### src/rtl/alc_pkg.sv
package alc_pkg;

    localparam int unsigned GAIN_W   = 7;
    localparam logic [GAIN_W-1:0] GAIN_TOP = 7'h47;

    typedef struct packed {
        logic [GAIN_W-1:0] gain;
        logic              lim_pend;
        logic              rec_pend;
    } alc_ctl_t;

    function automatic logic [GAIN_W-1:0] clamp_code(input logic [GAIN_W-1:0] c);
        return (c > GAIN_TOP) ? GAIN_TOP : c;
    endfunction

    function automatic logic [2:0] att_codes(input logic [1:0] sel);
        return {1'b0, sel} + 3'd1;
    endfunction

    function automatic logic [2:0] rec_codes(input logic sel);
        return sel ? 3'd2 : 3'd1;
    endfunction

endpackage

### src/rtl/alc_level_det.sv
module alc_level_det #(
    parameter int unsigned SW = 16
) (
    input  logic [SW-1:0] smp,
    input  logic [SW-1:0] thr,
    output logic          over
);
    logic [SW:0] ext;
    logic [SW:0] mag;

    always_comb begin
        ext  = {smp[SW-1], smp};
        mag  = smp[SW-1] ? (~ext + 1'b1) : ext;
        over = (mag > {1'b0, thr});
    end
endmodule

### src/rtl/alc_zc_det.sv
module alc_zc_det (
    input  logic clk,
    input  logic rst_n,
    input  logic en,
    input  logic valid,
    input  logic sign_in,
    output logic zc
);
    typedef struct packed {
        logic have;
        logic sign;
    } zc_st_t;

    zc_st_t st_d, st_q;

    always_comb begin
        st_d = st_q;
        if (!en) begin
            st_d = '0;
        end else if (valid) begin
            st_d.have = 1'b1;
            st_d.sign = sign_in;
        end
        zc = en && valid && st_q.have && (sign_in != st_q.sign);
    end

    always_ff @(posedge clk) begin
        if (!rst_n) st_q <= '0;
        else        st_q <= st_d;
    end
endmodule

### src/rtl/alc_wait_timer.sv
module alc_wait_timer #(
    parameter int unsigned BASE_LOG2 = 7
) (
    input  logic       clk,
    input  logic       rst_n,
    input  logic       en,
    input  logic       valid,
    input  logic       over,
    input  logic [1:0] sel,
    output logic       hit
);
    localparam int unsigned CW = BASE_LOG2 + 4;

    logic [CW-1:0] cnt_d, cnt_q;
    logic [CW-1:0] target;
    logic [CW-1:0] nxt;

    always_comb begin
        target = {{(CW-1){1'b0}}, 1'b1} << (BASE_LOG2 + 32'(sel));
        nxt    = cnt_q + 1'b1;
        hit    = en && valid && !over && (nxt == target);
        cnt_d  = cnt_q;
        if (!en) begin
            cnt_d = '0;
        end else if (valid) begin
            if (over || hit) cnt_d = '0;
            else             cnt_d = nxt;
        end
    end

    always_ff @(posedge clk) begin
        if (!rst_n) cnt_q <= '0;
        else        cnt_q <= cnt_d;
    end
endmodule

### src/rtl/alc_zto_timer.sv
module alc_zto_timer #(
    parameter int unsigned BASE_LOG2 = 7
) (
    input  logic       clk,
    input  logic       rst_n,
    input  logic       en,
    input  logic       valid,
    input  logic       active,
    input  logic       restart,
    input  logic       zc,
    input  logic [1:0] sel,
    output logic       apply
);
    localparam int unsigned CW = BASE_LOG2 + 4;

    logic [CW-1:0] cnt_d, cnt_q;
    logic [CW-1:0] target;
    logic [CW-1:0] nxt;
    logic          force_now;

    always_comb begin
        target    = {{(CW-1){1'b0}}, 1'b1} << (BASE_LOG2 + 32'(sel));
        nxt       = cnt_q + 1'b1;
        force_now = active && (nxt == target);
        apply     = en && valid && active && (zc || force_now);
        cnt_d     = cnt_q;
        if (!en) begin
            cnt_d = '0;
        end else if (valid) begin
            if (!active || apply || restart) cnt_d = '0;
            else                             cnt_d = nxt;
        end
    end

    always_ff @(posedge clk) begin
        if (!rst_n) cnt_q <= '0;
        else        cnt_q <= cnt_d;
    end
endmodule

### src/rtl/alc_gain_ctrl.sv
module alc_gain_ctrl
    import alc_pkg::*;
#(
    parameter int unsigned SW             = 16,
    parameter int unsigned WAIT_BASE_LOG2 = 7,
    parameter int unsigned ZTO_BASE_LOG2  = 7
) (
    input  logic          clk,
    input  logic          rst_n,
    input  logic          smp_valid,
    input  logic [SW-1:0] smp_data,
    input  logic          alc_en,
    input  logic [SW-1:0] lim_thr,
    input  logic [6:0]    ref_gain,
    input  logic [6:0]    host_gain,
    input  logic [1:0]    wait_sel,
    input  logic [1:0]    zto_sel,
    input  logic [1:0]    att_sel,
    input  logic          rec_sel,
    output logic [6:0]    gain_code
);
    alc_ctl_t ctl_d, ctl_q;

    logic       over;
    logic       zc;
    logic       hit;
    logic       apply;
    logic       active;
    logic       restart;
    logic [6:0] ref_c;
    logic [6:0] host_c;
    logic [2:0] att;
    logic [2:0] rec;
    logic [7:0] up;

    alc_level_det #(.SW(SW)) u_lvl (
        .smp  (smp_data),
        .thr  (lim_thr),
        .over (over)
    );

    alc_zc_det u_zc (
        .clk     (clk),
        .rst_n   (rst_n),
        .en      (alc_en),
        .valid   (smp_valid),
        .sign_in (smp_data[SW-1]),
        .zc      (zc)
    );

    alc_wait_timer #(.BASE_LOG2(WAIT_BASE_LOG2)) u_wait (
        .clk   (clk),
        .rst_n (rst_n),
        .en    (alc_en),
        .valid (smp_valid),
        .over  (over),
        .sel   (wait_sel),
        .hit   (hit)
    );

    alc_zto_timer #(.BASE_LOG2(ZTO_BASE_LOG2)) u_zto (
        .clk     (clk),
        .rst_n   (rst_n),
        .en      (alc_en),
        .valid   (smp_valid),
        .active  (active),
        .restart (restart),
        .zc      (zc),
        .sel     (zto_sel),
        .apply   (apply)
    );

    always_comb begin
        ref_c   = clamp_code(ref_gain);
        host_c  = clamp_code(host_gain);
        att     = att_codes(att_sel);
        rec     = rec_codes(rec_sel);
        up      = {1'b0, ctl_q.gain} + {5'b0, rec};
        active  = ctl_q.lim_pend || ctl_q.rec_pend;
        restart = over && !ctl_q.lim_pend;

        ctl_d = ctl_q;
        if (!alc_en) begin
            ctl_d.gain     = host_c;
            ctl_d.lim_pend = 1'b0;
            ctl_d.rec_pend = 1'b0;
        end else if (smp_valid) begin
            // commit an armed change: attenuation first, recovery only on a quiet sample
            if (apply && ctl_q.lim_pend) begin
                ctl_d.gain = (ctl_q.gain > {4'b0, att}) ? (ctl_q.gain - {4'b0, att}) : 7'h00;
            end else if (apply && ctl_q.rec_pend && !over && (ctl_q.gain < ref_c)) begin
                ctl_d.gain = (up >= {1'b0, ref_c}) ? ref_c : up[6:0];
            end

            if (over)                         ctl_d.lim_pend = 1'b1;
            else if (apply && ctl_q.lim_pend) ctl_d.lim_pend = 1'b0;

            if (over)                         ctl_d.rec_pend = 1'b0;
            else if (apply && ctl_q.rec_pend) ctl_d.rec_pend = 1'b0;
            else if (hit && !ctl_q.lim_pend && (ctl_q.gain < ref_c))
                                              ctl_d.rec_pend = 1'b1;
        end
        gain_code = ctl_q.gain;
    end

    always_ff @(posedge clk) begin
        if (!rst_n) begin
            ctl_q.gain     <= clamp_code(ref_gain);
            ctl_q.lim_pend <= 1'b0;
            ctl_q.rec_pend <= 1'b0;
        end else begin
            ctl_q <= ctl_d;
        end
    end
endmodule

### config.mk
export PLATFORM = sky130hd
export DESIGN_NAME = alc_gain_ctrl
export DESIGN_NICKNAME = d
export VERILOG_FILES = /design/src/rtl/alc_pkg.sv /design/src/rtl/alc_level_det.sv /design/src/rtl/alc_zc_det.sv /design/src/rtl/alc_wait_timer.sv /design/src/rtl/alc_zto_timer.sv /design/src/rtl/alc_gain_ctrl.sv
export SDC_FILE = /design/constraint.sdc
export NUM_CORES = 1
export LEC_CHECK = 0
export BUFFER_PORTS_ARGS = -buffer_cell sky130_fd_sc_hd__buf_2
export CAP_MARGIN = 20
export CORE_MARGIN = 2
export CORE_UTILIZATION = 50
export CTS_BUF_LIST = sky130_fd_sc_hd__clkbuf_4
export DETAILED_ROUTE_END_ITERATION = 10
export PLACE_DENSITY = 0.72
export SLEW_MARGIN = 20
export SYNTH_ARGS = -nofsm -noshare
export SYNTH_HDL_FRONTEND = slang
export SYNTH_SLANG_ARGS = --single-unit
### constraint.sdc
create_clock -name clk -period 7 [get_ports clk]
set_clock_uncertainty 0.1 [all_clocks]
set_input_delay 1.75 -clock clk [delete_from_list [all_inputs] [get_ports clk]]
set_output_delay 1.75 -clock clk [all_outputs]
set_load 0.01 [all_outputs]
==> results of run 1 <==
==> registers in the layout, indices dropped and copies added (netlist names) <==
signal	count
u_zto.cnt_q	11
u_zc.st_q	2
u_wait.cnt_q	11
gain_code	7
ctl_q	2
==> cells in the mapped netlist (7+ instances only) <==
cell      number
ha_1          40
o21ai_0       29
nor2b_1        9
nand2_1       51
inv_1         33
edfxtp_1       7
a21oi_1       35
xor2_1         8
nor3_1        14
buf_4          7
or4_1         10
nor2_1        34
nand4_1        9
nand3_1       32
a31oi_1       12
xnor2_1       24
nand2b_1      18
clkbuf_1      16
dfxtp_1       26
==> cell type report <==
| cell class | count | area share |
|---|---|---|
| Clock buffer | 5 | 0.00914 |
| Clock inverter | 3 | 0.00305 |
| Inverter | 34 | 0.0311 |
| Multi-Input combinational cell | 412 | 0.672 |
| Sequential cell | 33 | 0.178 |
| Tap cell | 99 | 0.0301 |
| Timing Repair Buffer | 63 | 0.0767 |
==> placed cells by master (no fill, tap or decap), types with 4 or more instances in the layout <==
| master | netlist | routed |
|---|---|---|
| buf_2 | 6 | 63 |
| nand2_1 | 51 | 51 |
| ha_1 | 40 | 40 |
| a21oi_1 | 35 | 35 |
| nor2_1 | 34 | 34 |
| inv_1 | 33 | 33 |
| nand3_1 | 32 | 32 |
| o21ai_0 | 29 | 29 |
| dfxtp_1 | 26 | 26 |
| xnor2_1 | 24 | 24 |
| nand2b_1 | 18 | 18 |
| nor3_1 | 14 | 14 |
| a31oi_1 | 12 | 12 |
| or4_1 | 10 | 10 |
| nand4_1 | 9 | 9 |
| nor2b_1 | 9 | 9 |
| xor2_1 | 8 | 8 |
| edfxtp_1 | 7 | 7 |
| o31ai_1 | 6 | 6 |
| nor4_1 | 6 | 6 |
| a21o_1 | 6 | 6 |
| o2111ai_1 | 5 | 5 |
| mux2i_1 | 5 | 5 |
| nor3b_1 | 5 | 5 |
| clkbuf_4 | 0 | 5 |
| and3_1 | 4 | 4 |
| nand3b_1 | 4 | 4 |
==> worst paths after layout <==
path                                                   from                   endpoint  slack [ns]  depth (start not counted)
worst max-delay path                           smp_data[10]     gain_code[2]$_DFFE_PP_        1.18                         13
worst min-delay path              u_zc.st_q[1]$_SDFFE_PN0P_  u_zc.st_q[1]$_SDFFE_PN0P_        0.38                          2
worst max register to register  u_zto.cnt_q[0]$_SDFFE_PN0P_     gain_code[2]$_DFFE_PP_        3.41                          9
worst min register to register    u_zc.st_q[1]$_SDFFE_PN0P_  u_zc.st_q[1]$_SDFFE_PN0P_        0.38                          2
==> layer usage <==
| layer | track usage | up-vias |
|---|---|---|
| li1 | - | 1920 |
| met1 | 0.313 | 1738 |
| met2 | 0.399 | 134 |
| met3 | 0.0317 | 21 |
| met4 | 0.0720 | 0 |
| met5 | 0 | - |
==> cells by family (layout without fill, tap and decap cells) <==
| family | count (synthesis) | count (layout) |
|---|---|---|
| simple gates | 212 | 212 |
| compound gates | 118 | 118 |
| buf+inv | 65 | 105 |
| fa+ha+maj | 42 | 42 |
| flops | 33 | 33 |
| xor+xnor | 32 | 32 |
| mux | 8 | 8 |
==> report_power, final <==
part           switching [mW]  internal [mW]  leakage [nW]
registers              0.0122          0.201         0.282
logic                   0.112         0.0858          1.39
clock network          0.0724         0.0366        0.0327
==> worst min-delay path, cell delays in order (launching register included) <==
cell	delay [ns]
dfxtp_1	0.32
nor2_1	0.08
nor2_1	0.04
==> impl_results.md, run 1 <==
* Post-Syn Area per Cell at 7.39 um2
* Dpl cells at 641
* Standard-cell row count at 31
* Hold Fails Final Rpt at 0
* CTS Sinks at 33
* Worst Setup Path Type: in -> reg
* Mux cell area share after synthesis at 0.0222
* Layout Cells excl Fill at 649
* Detail Placement HPWL at 7330 um
* PD cells at 127 nW/um2
* Wl on met1 at 4370 um
* Min cycle time layout at 5.82 ns
* Root buffer cell: clkbuf_4
* Share of cells above drive strength 1 at 0.153
* H-tree depth at 2
* CP Capture Type: flop
* Hold WS at 0.376 ns
* Worst slew pin tran at 0.888 ns
* Post-synth EDFFs at 7
* Pin count of the biggest net entering global routing at 31
* Diode count at 0
* Number of global-route vias before repair at 3672
* Routed wl met3 at 496 um
* TritonCTS clock tree: done
* RePlAce Congestion at 0.880
* Max-Cap Viols at 0
* Top routing layer used: met4
* Ys flop type: dfxtp_1
* Area grow syn2layout at 8.99%
* Synth Warn # at 0
* Met2 Wirelength at 4360 um
* Worst-path maximum fanout at 7
* Initial antenna violation count at 0
* WP data arrival at 5.72 ns
* Largest family of logic cells by synthesized area: simple AND/OR/NAND/NOR gates
* Multi-input gate area at 2760 um2
* Sequential-to-total area share from yosys stat at 0.194
* # setup viols final at 0
* Final Max Tran Viols at 0
* Crit start category: input port
* Slew headroom at 0.406
* Cell Chain, Critical Path: buf_2 > or4_1 > or2_2 > o31ai_1 > xnor2_1 > ha_1 > nand3_1 > nor2_1 > or4_1 > a211oi_1 > o22ai_1 > or4_1 > o211ai_1
* Total gr overflow at 0
* Final Cycle Share at 0.832
* Total GRT Usage at 0.236
* Post-synthesis simple-gate area fraction at 0.294
* Sum of routed wire length over all layers at 9410 um
* Delay-heaviest family, CP: simple AND/OR/NAND/NOR gates
* Final antenna-violating net count at 0
* Total CTS buffers at 5
* Input/output buffers at 63
* DR WL/cell at 14.5 um
* Core area at 7290 um2
* Most frequent CP cell: or4_1
* Worst stage delay on the critical path at 0.62 ns
* Synth Cell Area at 3770 um2
* Post-synthesis compound-gate area fraction at 0.198
* Fmax at 172 MHz
* Maximum root-to-sink buffer count at 2
* WP data required at 6.89 ns
* Nets at 648
* Die area at 8250 um2
* Largest cells by area after synthesis: dfxtp_1, ha_1, edfxtp_1
* Xor-xnor portion of the synthesized cell area at 0.0743
* Worst-skew pair later-pin latency at 0.35 ns
* Status: completed
* Dpl ws at 0.845 ns
* Clock-pin slew on the worst setup and hold paths at 0.11 ns
* Post-layout util at 0.563
* Post_cts resized at 0
* Yosys top cell area share at 0.138
* DR iter-0 viols at 248
* Maximum vdd ir drop at 0.0582 mV
* Mapped Nets at 609
* CTS Hold Buffers Added at 0
* Cell taking the most area after synthesis: dfxtp_1
* Register area at 731 um2
* Setup Fix Bufs, Post-CTS at 0
* Placed instance area at 4060 um2
* Detailed-route via count at 3813
* Setup_tns at 0 ns
* # IOs at 64
* Fin area at 4110 um2
* Tot Pwr at 521 uW
* Initial Utilization at 0.517
* #FFs+latches synth at 33
* FILL cells at 725
* Die Y at 90.8 um
* Hold crit path type: reg -> reg
* Final worst setup slack at 1.18 ns
* Post-Synthesis Cells at 510
* Cell variety after synth at 59
* Worst path bufs/invs at 1
* Post-route DRC at 0
* First-pass GRT wire length at 16400 um
* DR pass1 iterations at 4
* Adder-cell share of the synthesized area at 0.143
* Die width at 90.8 um
* RSZ-0062 raised after global routing: false
* Routed vias/inst at 5.88
* Fraction of registers with async set/reset at 0
* Worst path slowest cell: o211ai_1
* Leak at 1.70 nW
Note: power is estimated with default switching activity, not from simulation.
==> inputs of run 2 (changes only) <==
- clock period: 7 -> 6.1 ns (I/O delays scaled with it)
==> impl_results.md, run 2 (synthesized netlist as in run 1, its figures left out) <==
* Post-layout util at 0.567 (+0.00377)
* Hold crit path type: reg -> reg
* Delay-heaviest family, CP: simple AND/OR/NAND/NOR gates
* Core area at 7290 um2 (unchanged)
* Standard-cell row count at 31 (unchanged)
* Final Cycle Share at 0.867
* Dpl ws at 0.478 ns (-0.367 ns)
* RSZ-0062 raised after global routing: false
* Most Crowded Layer GR: met2
* DR iter-0 viols at 214 (-14%)
* Layout Cells excl Fill at 652 (+0.46%)
* Final worst setup slack at 0.813 ns (-0.364 ns)
* Total GRT Usage at 0.226 (-0.0103)
* Placed instance area at 4080 um2 (+0.55%)
* PD cells at 144 nW/um2 (+14%)
* Detail Placement HPWL at 7120 um (-2.8%)
* Cell Chain, Critical Path: buf_2 > or4_1 > or2_2 > o31ai_1 > xnor2_1 > ha_1 > nand3_1 > nor2_1 > or4_1 > a211oi_1 > o22ai_1 > or4_1 > or4_1 > a21oi_1
* Hold WS at 0.376 ns (+0.000129 ns)
* Routed vias/inst at 5.83 (-0.72%)
* Die Y at 90.8 um (unchanged)
* Leading cell type in the layout, fill and taps excluded: buf_2
* Diode count at 0 (unchanged)
* Register area at 731 um2 (unchanged)
* DR WL/cell at 14.0 um (-3.6%)
* Input/output buffers at 63 (unchanged)
* Slew headroom at 0.401 (-0.00511)
* Crit start category: input port
* Setup Fix Bufs, Post-CTS at 0 (unchanged)
* Multi-input gate area at 2760 um2 (unchanged)
* DR pass1 iterations at 6 (+2)
* Worst Setup Path Type: in -> reg
* Setup_tns at 0 ns (unchanged)
* GR met1 Demand/Resource at 0.305 (-0.00803)
* Total gr overflow at 0 (unchanged)
* Initial Utilization at 0.517 (unchanged)
* WP data arrival at 5.44 ns (-0.28 ns)
* RePlAce Congestion at 0.867 (-1.4%)
* WP data required at 6.26 ns (-0.63 ns)
* Maximum root-to-sink buffer count at 2 (unchanged)
* Sum of routed wire length over all layers at 9120 um (-3.2%)
* Min cycle time layout at 5.29 ns
* Final Max Tran Viols at 0 (unchanged)
* # IOs at 64 (unchanged)
* Initial antenna violation count at 0 (unchanged)
* Final antenna-violating net count at 0 (unchanged)
* CP Capture Type: flop
* Die area at 8250 um2 (unchanged)
* Fmax at 189 MHz
* Number of global-route vias before repair at 3536 (-3.7%)
* Dpl cells at 644 (+0.47%)
* Share of cells above drive strength 1 at 0.159 (+0.00640)
* # setup viols final at 0 (unchanged)
* Status: completed
* Worst-path maximum fanout at 4 (-3)
* Clock-pin slew on the worst setup and hold paths at 0.10 ns (about the same)
* Detailed-route via count at 3803 (-0.26%)
* Pin count of the biggest net entering global routing at 31 (unchanged)
* Die width at 90.8 um (unchanged)
* Worst-skew pair later-pin latency at 0.32 ns (-0.03 ns)
* Post_cts resized at 0 (unchanged)
* CTS Sinks at 33 (unchanged)
* Hold Fails Final Rpt at 0 (unchanged)
* Nets at 651 (+0.46%)
* Leak at 1.72 nW (+1.0%)
* Max-Cap Viols at 0 (unchanged)
* H-tree depth at 2 (unchanged)
* Total CTS buffers at 5 (unchanged)
* Maximum vdd ir drop at 0.0597 mV (+2.5%)
* CTS Hold Buffers Added at 0 (unchanged)
* First-pass GRT wire length at 15900 um (-3.4%)
* Worst stage delay on the critical path at 0.52 ns (-0.10 ns)
* Grt met2 use at 0.389 (-0.0106)
* Area grow syn2layout at 9.72%
* Most frequent cells in the layout: buf_2, nand2_1, ha_1, a21oi_1, nor2_1
* Tot Pwr at 597 uW (+15%)
* TritonCTS clock tree: done
* Most frequent CP cell: or4_1
* FILL cells at 723 (-0.28%)
* Worst path bufs/invs at 1 (unchanged)
* Root buffer cell: clkbuf_4
* Post-route DRC at 0 (unchanged)
* GRT met3 Usage at 0.0284 (-0.00334)
* Worst slew pin tran at 0.896 ns (+0.00765 ns)
* Worst path slowest cell: or4_1
* Fin area at 4140 um2 (+0.67%)
==> run 2: cell count changes in the layout (fill, tap and decap cells not counted), sizes merged <==
| cell | change |
|---|---|
| buf | +3 |
| inv | -1 |
| clkbuf | +1 |
==> run 2: area by class of cell <==
class | count | share of cell area
clock inverters | 2 | 0.00242
inverters | 34 | 0.0309
flip-flops and latches | 33 | 0.177
well taps | 99 | 0.0299
clock buffers | 6 | 0.0109
repair buffers | 66 | 0.0817
multi-input cells | 412 | 0.668
==> run 2: layer usage <==
metal | wire length (um) | part of all wire | up-vias
met1 | 4290 | 0.47 | 1752
met3 | 516 | 0.057 | 6
li1 | - | - | 1924
met4 | 57 | 0.0063 | 0
met5 | 0 | 0 | -
met2 | 4260 | 0.47 | 121
==> run 2: final timing paths <==
path | start | to | slack, ns | depth (start not counted)
hold reg to reg | u_zc.st_q[1]$_SDFFE_PN0P_ | u_zc.st_q[1]$_SDFFE_PN0P_ | 0.38 | 2
setup reg to reg | gain_code[0]$_DFFE_PP_ | gain_code[6]$_DFFE_PP_ | 2.56 | 12
setup / recovery | smp_data[10] | ctl_q[0]$_SDFFE_PN0P_ | 0.81 | 14
hold / removal | u_zc.st_q[1]$_SDFFE_PN0P_ | u_zc.st_q[1]$_SDFFE_PN0P_ | 0.38 | 2
==> run 2: where the power goes <==
part	total, mW	internal (mW)	switching (mW)
clock	0.124	0.0484	0.0755
sequential	0.245	0.231	0.0137
combinational	0.228	0.100	0.128
==> run 2: worst register-to-register path, delay by kind of cell, from the launching register on <==
family | cells | cell delay (ns)
xor+xnor | 1 | 0.16
mux | 1 | 0.32
flops | 1 | 0.46
simple gates | 2 | 0.20
compound gates | 5 | 1.08
fa+ha+maj | 3 | 0.99
